File: src/rtl/sport_pkg.sv
package sport_pkg;
  localparam int DATA_W  = 8;
  localparam int OVS     = 16;
  localparam int MID     = OVS / 2;
  localparam int TICK_W  = $clog2(OVS);
  localparam int FRAME_W = DATA_W + 3;
  localparam int BIT_W   = $clog2(FRAME_W + 1);
  localparam int FLAG_N  = 4;
  localparam logic [1:0] ADDR_TX   = 2'd0;
  localparam logic [1:0] ADDR_RX   = 2'd1;
  localparam logic [1:0] ADDR_STAT = 2'd2;
  localparam logic [1:0] ADDR_CTRL = 2'd3;
  localparam logic [7:0] CTRL_RESET = 8'h41;

  typedef struct packed {
    logic              halt;
    logic              txLoad;
    logic [DATA_W-1:0] txByte;
    logic              parEn;
    logic              parOdd;
    logic              rxRun;
  } ctrlStrobe_t;

  typedef struct packed {
    logic              txIdle;
    logic              txLine;
    logic              rxDone;
    logic [DATA_W-1:0] rxByte;
    logic              frameErr;
    logic              parErr;
  } dpReport_t;
endpackage

File: src/rtl/sport_dp.sv
module sport_dp
  import sport_pkg::*;
(
  input  logic        clk,
  input  logic        rstN,
  input  logic        baudTick,
  input  logic        rxdIn,
  input  ctrlStrobe_t strobe,
  output dpReport_t   report
);
  // transmit shifter
  logic [FRAME_W-1:0] txFrame;
  logic [BIT_W-1:0]   txBitsLeft;
  logic [TICK_W-1:0]  txTick;
  logic               txParBit;

  assign txParBit = (^strobe.txByte) ^ strobe.parOdd;

  always_ff @(posedge clk) begin
    if (!rstN || strobe.halt) begin
      txFrame    <= '1;
      txBitsLeft <= '0;
      txTick     <= '0;
    end else if (strobe.txLoad) begin
      txTick <= '0;
      if (strobe.parEn) begin
        txFrame    <= {1'b1, txParBit, strobe.txByte, 1'b0};
        txBitsLeft <= BIT_W'(FRAME_W);
      end else begin
        txFrame    <= {2'b11, strobe.txByte, 1'b0};
        txBitsLeft <= BIT_W'(FRAME_W - 1);
      end
    end else if (txBitsLeft != '0 && baudTick) begin
      if (txTick == TICK_W'(OVS - 1)) begin
        txTick     <= '0;
        txFrame    <= {1'b1, txFrame[FRAME_W-1:1]};
        txBitsLeft <= txBitsLeft - 1'b1;
      end else begin
        txTick <= txTick + 1'b1;
      end
    end
  end

  // receive shifter
  logic              rxMeta, rxSync, rxActive, rxParBit;
  logic              rxDoneQ, rxFeQ, rxPeQ;
  logic [TICK_W-1:0] rxTick;
  logic [BIT_W-1:0]  rxIdx, rxLastIdx;
  logic [DATA_W-1:0] rxShift;

  assign rxLastIdx = strobe.parEn ? BIT_W'(DATA_W + 2) : BIT_W'(DATA_W + 1);

  always_ff @(posedge clk) begin
    if (!rstN) begin
      rxMeta   <= 1'b1;
      rxSync   <= 1'b1;
      rxActive <= 1'b0;
      rxTick   <= '0;
      rxIdx    <= '0;
      rxShift  <= '0;
      rxParBit <= 1'b0;
      rxDoneQ  <= 1'b0;
      rxFeQ    <= 1'b0;
      rxPeQ    <= 1'b0;
    end else begin
      rxMeta  <= rxdIn;
      rxSync  <= rxMeta;
      rxDoneQ <= 1'b0;
      if (strobe.halt || !strobe.rxRun) begin
        rxActive <= 1'b0;
        rxTick   <= '0;
        rxIdx    <= '0;
      end else if (baudTick) begin
        if (!rxActive) begin
          if (!rxSync) begin
            rxActive <= 1'b1;
            rxTick   <= '0;
            rxIdx    <= '0;
          end
        end else begin
          rxTick <= (rxTick == TICK_W'(OVS - 1)) ? '0 : rxTick + 1'b1;
          if (rxTick == TICK_W'(MID - 1)) begin
            rxIdx <= rxIdx + 1'b1;
            if (rxIdx == '0) begin
              if (rxSync) rxActive <= 1'b0;
            end else if (rxIdx <= BIT_W'(DATA_W)) begin
              rxShift <= {rxSync, rxShift[DATA_W-1:1]};
            end else if (rxIdx == rxLastIdx) begin
              rxDoneQ  <= 1'b1;
              rxFeQ    <= !rxSync;
              rxPeQ    <= strobe.parEn && (rxParBit != ((^rxShift) ^ strobe.parOdd));
              rxActive <= 1'b0;
            end else begin
              rxParBit <= rxSync;
            end
          end
        end
      end
    end
  end

  assign report.txIdle   = (txBitsLeft == '0);
  assign report.txLine   = (txBitsLeft != '0) ? txFrame[0] : 1'b1;
  assign report.rxDone   = rxDoneQ;
  assign report.rxByte   = rxShift;
  assign report.frameErr = rxFeQ;
  assign report.parErr   = rxPeQ;

  // a freshly loaded frame starts with the low start bit
  assert_start_low_R4: assert property (@(posedge clk) disable iff (!rstN)
    strobe.txLoad && !strobe.halt |=> !report.txLine && !report.txIdle);

  // the receive bit index never runs past the stop position
  assert_rx_index_bound_R6: assert property (@(posedge clk) disable iff (!rstN)
    rxActive |-> rxIdx <= BIT_W'(DATA_W + 2));

  // a done pulse always closes the active frame
  assert_done_closes_R9: assert property (@(posedge clk) disable iff (!rstN)
    rxDoneQ |-> !rxActive);
endmodule

File: src/rtl/sport_ctrl.sv
module sport_ctrl
  import sport_pkg::*;
(
  input  logic              clk,
  input  logic              rstN,
  input  logic [1:0]        addr,
  input  logic              wrEn,
  input  logic              rdEn,
  input  logic [DATA_W-1:0] wrData,
  output logic [DATA_W-1:0] rdData,
  input  dpReport_t         report,
  output ctrlStrobe_t       strobe,
  output logic              txd
);
  logic [7:0] ctrlReg;
  logic standby, txEn, rxEn, parEn, parOdd, pinSer, portLevel, portDir;
  assign {portDir, portLevel, pinSer, parOdd, parEn, rxEn, txEn, standby} = ctrlReg;

  logic [DATA_W-1:0] txBuf, rxBuf;
  logic              txEmpty, txEnd;
  logic              txWr, statWr, statRd, goodFrame;
  logic [FLAG_N-1:0] flagQ, hwSet;   // {rxFull, overrun, framing, parity}

  assign txWr      = wrEn && addr == ADDR_TX && !standby;
  assign statWr    = wrEn && addr == ADDR_STAT && !standby;
  assign statRd    = rdEn && addr == ADDR_STAT && !standby;
  assign goodFrame = report.rxDone && !report.frameErr && !report.parErr;

  assign hwSet = {goodFrame && !flagQ[3], goodFrame && flagQ[3],
                  report.rxDone && report.frameErr, report.rxDone && report.parErr};

  always_ff @(posedge clk) begin
    if (!rstN) ctrlReg <= CTRL_RESET;
    else if (wrEn && addr == ADDR_CTRL) ctrlReg <= wrData[7:0];
  end

  always_ff @(posedge clk) begin
    if (!rstN) begin
      txBuf   <= '0;
      txEmpty <= 1'b1;
    end else if (txWr) begin
      txBuf   <= wrData;
      txEmpty <= 1'b0;
    end else if (strobe.txLoad) begin
      txEmpty <= 1'b1;
    end
  end

  always_ff @(posedge clk) begin
    if (!rstN) rxBuf <= '0;
    else if (goodFrame && !flagQ[3]) rxBuf <= report.rxByte;
  end

  for (genvar i = 0; i < FLAG_N; i++) begin : g_flag
    logic flagBit, armedBit;
    always_ff @(posedge clk) begin
      if (!rstN) begin
        flagBit  <= 1'b0;
        armedBit <= 1'b0;
      end else begin
        if (hwSet[i]) flagBit <= 1'b1;
        else if (statWr && armedBit && !wrData[i+3]) flagBit <= 1'b0;
        if (!flagBit) armedBit <= 1'b0;
        else if (statRd) armedBit <= 1'b1;
      end
    end
    assign flagQ[i] = flagBit;
  end

  assign txEnd = txEmpty && report.txIdle;

  assign strobe.halt   = standby;
  assign strobe.txLoad = !standby && txEn && !txEmpty && report.txIdle;
  assign strobe.txByte = txBuf;
  assign strobe.parEn  = parEn;
  assign strobe.parOdd = parOdd;
  assign strobe.rxRun  = !standby && rxEn;

  always_comb begin
    rdData = '0;
    if (rdEn) begin
      case (addr)
        ADDR_CTRL: rdData = ctrlReg;
        ADDR_TX:   rdData = standby ? '0 : txBuf;
        ADDR_RX:   rdData = standby ? '0 : rxBuf;
        default:   rdData = standby ? '0 : {txEmpty, flagQ, txEnd, 2'b00};
      endcase
    end
  end

  assign txd = pinSer ? (standby ? 1'b1 : report.txLine)
                      : (portDir ? portLevel : 1'b1);

  assert_standby_ignores_R1: assert property (@(posedge clk) disable iff (!rstN)
    standby && wrEn && addr == ADDR_TX |=> $stable(txBuf));

  assert_transfer_sets_empty_R2: assert property (@(posedge clk) disable iff (!rstN)
    strobe.txLoad && !txWr |=> txEmpty);

  assert_overrun_keeps_R7: assert property (@(posedge clk) disable iff (!rstN)
    goodFrame && flagQ[3] |=> $stable(rxBuf) && flagQ[2]);

  assert_error_not_loaded_R8: assert property (@(posedge clk) disable iff (!rstN)
    report.rxDone && report.frameErr && !flagQ[3] |=> !flagQ[3]);

  assert_hw_set_wins_R10: assert property (@(posedge clk) disable iff (!rstN)
    report.rxDone && report.frameErr |=> flagQ[1]);
endmodule

File: src/rtl/async_serial_port.sv
module async_serial_port
  import sport_pkg::*;
(
  input  logic              clk,
  input  logic              rstN,
  input  logic              baudTick,
  input  logic [1:0]        addr,
  input  logic              wrEn,
  input  logic              rdEn,
  input  logic [DATA_W-1:0] wrData,
  output logic [DATA_W-1:0] rdData,
  input  logic              rxd,
  output logic              txd
);
  ctrlStrobe_t strobe;
  dpReport_t   report;

  sport_ctrl u_ctrl (
    .clk(clk), .rstN(rstN), .addr(addr), .wrEn(wrEn), .rdEn(rdEn),
    .wrData(wrData), .rdData(rdData), .report(report), .strobe(strobe), .txd(txd)
  );

  sport_dp u_dp (
    .clk(clk), .rstN(rstN), .baudTick(baudTick), .rxdIn(rxd),
    .strobe(strobe), .report(report)
  );
endmodule

File: config.mk
export PLATFORM = sky130hd
export DESIGN_NAME = async_serial_port
export DESIGN_NICKNAME = d
export VERILOG_FILES = /design/src/rtl/sport_pkg.sv /design/src/rtl/sport_dp.sv /design/src/rtl/sport_ctrl.sv /design/src/rtl/async_serial_port.sv
export SDC_FILE = /design/constraint.sdc
export NUM_CORES = 1
export LEC_CHECK = 0
export BUFFER_PORTS_ARGS = -buffer_cell sky130_fd_sc_hd__buf_2
export CORE_ASPECT_RATIO = 1.5
export CORE_MARGIN = 3
export CORE_UTILIZATION = 35
export CTS_CLUSTER_DIAMETER = 120
export DETAILED_ROUTE_END_ITERATION = 6
export GPL_ROUTABILITY_DRIVEN = 0
export SLEW_MARGIN = 20
export SYNTH_ARGS = -nofsm -noshare
export SYNTH_HDL_FRONTEND = slang
export SYNTH_SLANG_ARGS = --single-unit
File: constraint.sdc
create_clock -name clk -period 5.1 [get_ports clk]
set_clock_uncertainty 0.05 [all_clocks]
set_input_delay 1.53 -clock clk [delete_from_list [all_inputs] [get_ports clk]]
set_output_delay 1.53 -clock clk [all_outputs]
set_load 0.03 [all_outputs]
==> results.yml <==
logic_synthesis:
  netlist_instances: 420
  async_flop_share: 0
  synth_warnings: 0
  synth.area.top_cells: "dfxtp_1 (42%), nand2_1 (7.6%), a21oi_1 (7.4%)"
  syn_area_um2: 3512
  ys_ff_latch: 74
  ys_seq_area_frac: 0.4218
  syn_nets: 442
  yosysTopAreaCellShare: 0.4218
  ys_types: 50
  syn_area_per_cell_um2: 8.362
  yosys.area.top_type: "dfxtp_1"
  synth_edf_count: 0
  synth-main-ff-cell: "dfxtp_1"
die:
  die_area_um2: 11300
  dieHeight_um: 128.7
  initial_core_util: 0.3604
  row_count: 44
  die_w_um: 87.79
  fp.coreArea_um2: 9744
  ios: 25
timing:
  period_share: 0.8390
  setup_viol: 0
  slew_violations: 0
  fmaxAchievable_mhz: 233.7
  fin_setup_tns_ps: 0
  fin_crit_ps: 4279
  rsz0062_at_grt: "false"
  finalHoldViolations: 0
  tightest_slew_ps: 719.7
  max_slew_margin: 0.5187
hold_path:
  min_path_cells: 1
  hold_path_class: "reg2reg"
job:
  cap_viol_max_count: 0
route:
  wire_per_inst_um: 14.22
  avgViaCountPerCell: 5.140
  drt-initial-drc-count: 161
  ant_nets: 0
  dr.pass1.iters: 4
  num_vias: 2873
  drt_wl_total_mm: 7.947
  drc: 0
clocking:
  post_cts_buffers: 0
  clock-sinks: 74
  cts.clk_slew.worst_paths_ps: 60
  numCtsBuffers: 9
  clk_latency_ps: 330
  cts_root_buffer: "clkbuf_16"
  ctsResizeCount: 0
  htree_num_levels: 3
  postCtsHoldBufs: 0
  cts_tree: "built"
  cts.path.max_buffers: 2
power_and_ir_drop:
  p_int_uw: 1090
  p_total_uw: 1373
  pwr-share-seq: 0.428
  vdd_ir_drop_max_mv: 0.1579
  powerDensity_nw_per_um2: 338.8
  clockPowerShare: 0.537
  power_switching_uw: 283.2
  p_leak_uw: 0.001708
  switching_share: 0.2062
  combinationalPowerShare: 0.034
global_route:
  grt_pass1_wl_mm: 13.39
  antenna_found_initial: 0
  track_usage: 0.1521
  grt_max_degree: 39
  grt_overflow: 0
  grt_pass1_vias: 2800
final_layout:
  drive_gt1_frac: 0.1149
  antennaDiodeCount: 0
  fin_nets: 461
  final_cell_mix: "dfxtp_1 (74), nand2_1 (71), a21oi_1 (52)"
  layout_commonest_cell: "dfxtp_1"
  fin_area_um2: 4054
  area_delta_synth_final_pct: 15.43
  final_util: 0.4160
setup_path:
  reg2reg_depth: 7
  cp.required_ps: 3520
  worstSetupPathType: "in2out"
  endpoint_kind: "output port"
  critPathLaunchType: "input port"
  arrival_ps: 2700
  crit_path_max_fanout: 15
placement:
  dp_hpwl_mm: 5.932
  post_dp_cell_area_um2: 3702
  port_buffers: 24
outcome:
  status: "finished, final reports clean"
## registers in the layout, summed over array words and instances, names as in the netlist, 4 cells and up
register,count
u_dp.txFrame,10
u_ctrl.ctrlReg,8
u_ctrl.rxBuf,8
u_ctrl.txBuf,8
u_dp.rxShift,8
u_ctrl.g_flag.armedBit,4
u_ctrl.g_flag.flagBit,4
u_dp.rxIdx,4
u_dp.rxTick,4
u_dp.txBitsLeft,4
u_dp.txTick,4
## layer usage
metal,share of wire,up-vias,GRT usage
li1,-,1473,-
met1,0.42,1342,0.1730
met2,0.52,45,0.2629
met3,0.037,13,0.03780
met4,0.022,0,0.07046
met5,0,-,0
## worst paths after layout
kind                                                       from                         endpoint  slack [ps]
worst max-delay path                                    addr[1]                        rdData[7]         820
worst min-delay path                     u_dp.rxMeta$_SDFF_PN1_           u_dp.rxSync$_SDFF_PN1_         370
worst max register to register  u_dp.txBitsLeft[1]$_SDFFE_PP0P_  u_dp.txBitsLeft[3]$_SDFFE_PP0P_        2760
worst min register to register           u_dp.rxMeta$_SDFF_PN1_           u_dp.rxSync$_SDFF_PN1_         370
## layout make-up
type	instances	area [um^2]
Multi-Input combinational cell	320	1916
Sequential cell	74	1481
Tap cell	115	143.9
Clock inverter	6	112.6
Fill cell	984	5690
Clock buffer	10	239.0
Inverter	9	33.78
Timing Repair Buffer	25	127.6
## power by group through the flow
stage	clock network, uW	logic, uW	registers [uW]
floorplan	0	31.8	597
global placement	0	46.5	601
detailed placement	0	47.2	601
CTS	755	47.5	588
global route	785	52.3	588
finish	738	47.2	588
## per-stage QoR
| stage | hold slack [ps] | worst slack, ps | cells |
|---|---|---|---|
| after floorplan | 336.3 | 982.0 | 420 |
| after global placement | 350.6 | 847.6 | 543 |
| after detailed placement | 354.5 | 793.3 | 543 |
| after CTS | 376.4 | 802.3 | 559 |
| after global routing | 377.4 | 677.5 | 559 |
| final | 370.0 | 820.9 | 559 |
## cells in the mapped netlist (all sizes together) (2+ instances only)
master / count
dfxtp: 74
nand2: 71
a21oi: 52
nor2: 48
mux2i: 26
o21ai: 19
xnor2: 16
clkbuf: 12
nand3: 11
nand2b: 10
inv: 9
and2: 7
and3: 6
ha: 6
nor2b: 6
buf: 5
xor2: 5
a211oi: 4
o211a: 4
a22oi: 3
nor3: 3
a31oi: 2
nand3b: 2
nor3b: 2
nor4: 2
or2: 2
## cell families after synthesis
group	after synthesis	share of synthesized area
simple gates	175	0.2398
compound gates	90	0.1482
flops	74	0.4218
mux	27	0.07731
buf+inv	26	0.03277
xor+xnor	22	0.05878
fa+ha+maj	6	0.02137
## critical path, stage by stage
cell and delay, ps:
buf_2 270, mux2i_1 260, nor2_1 60, a31oi_1 130
o21ai_0 100, and2_1 180, buf_2 170
(Power assumes the default switching activity.)
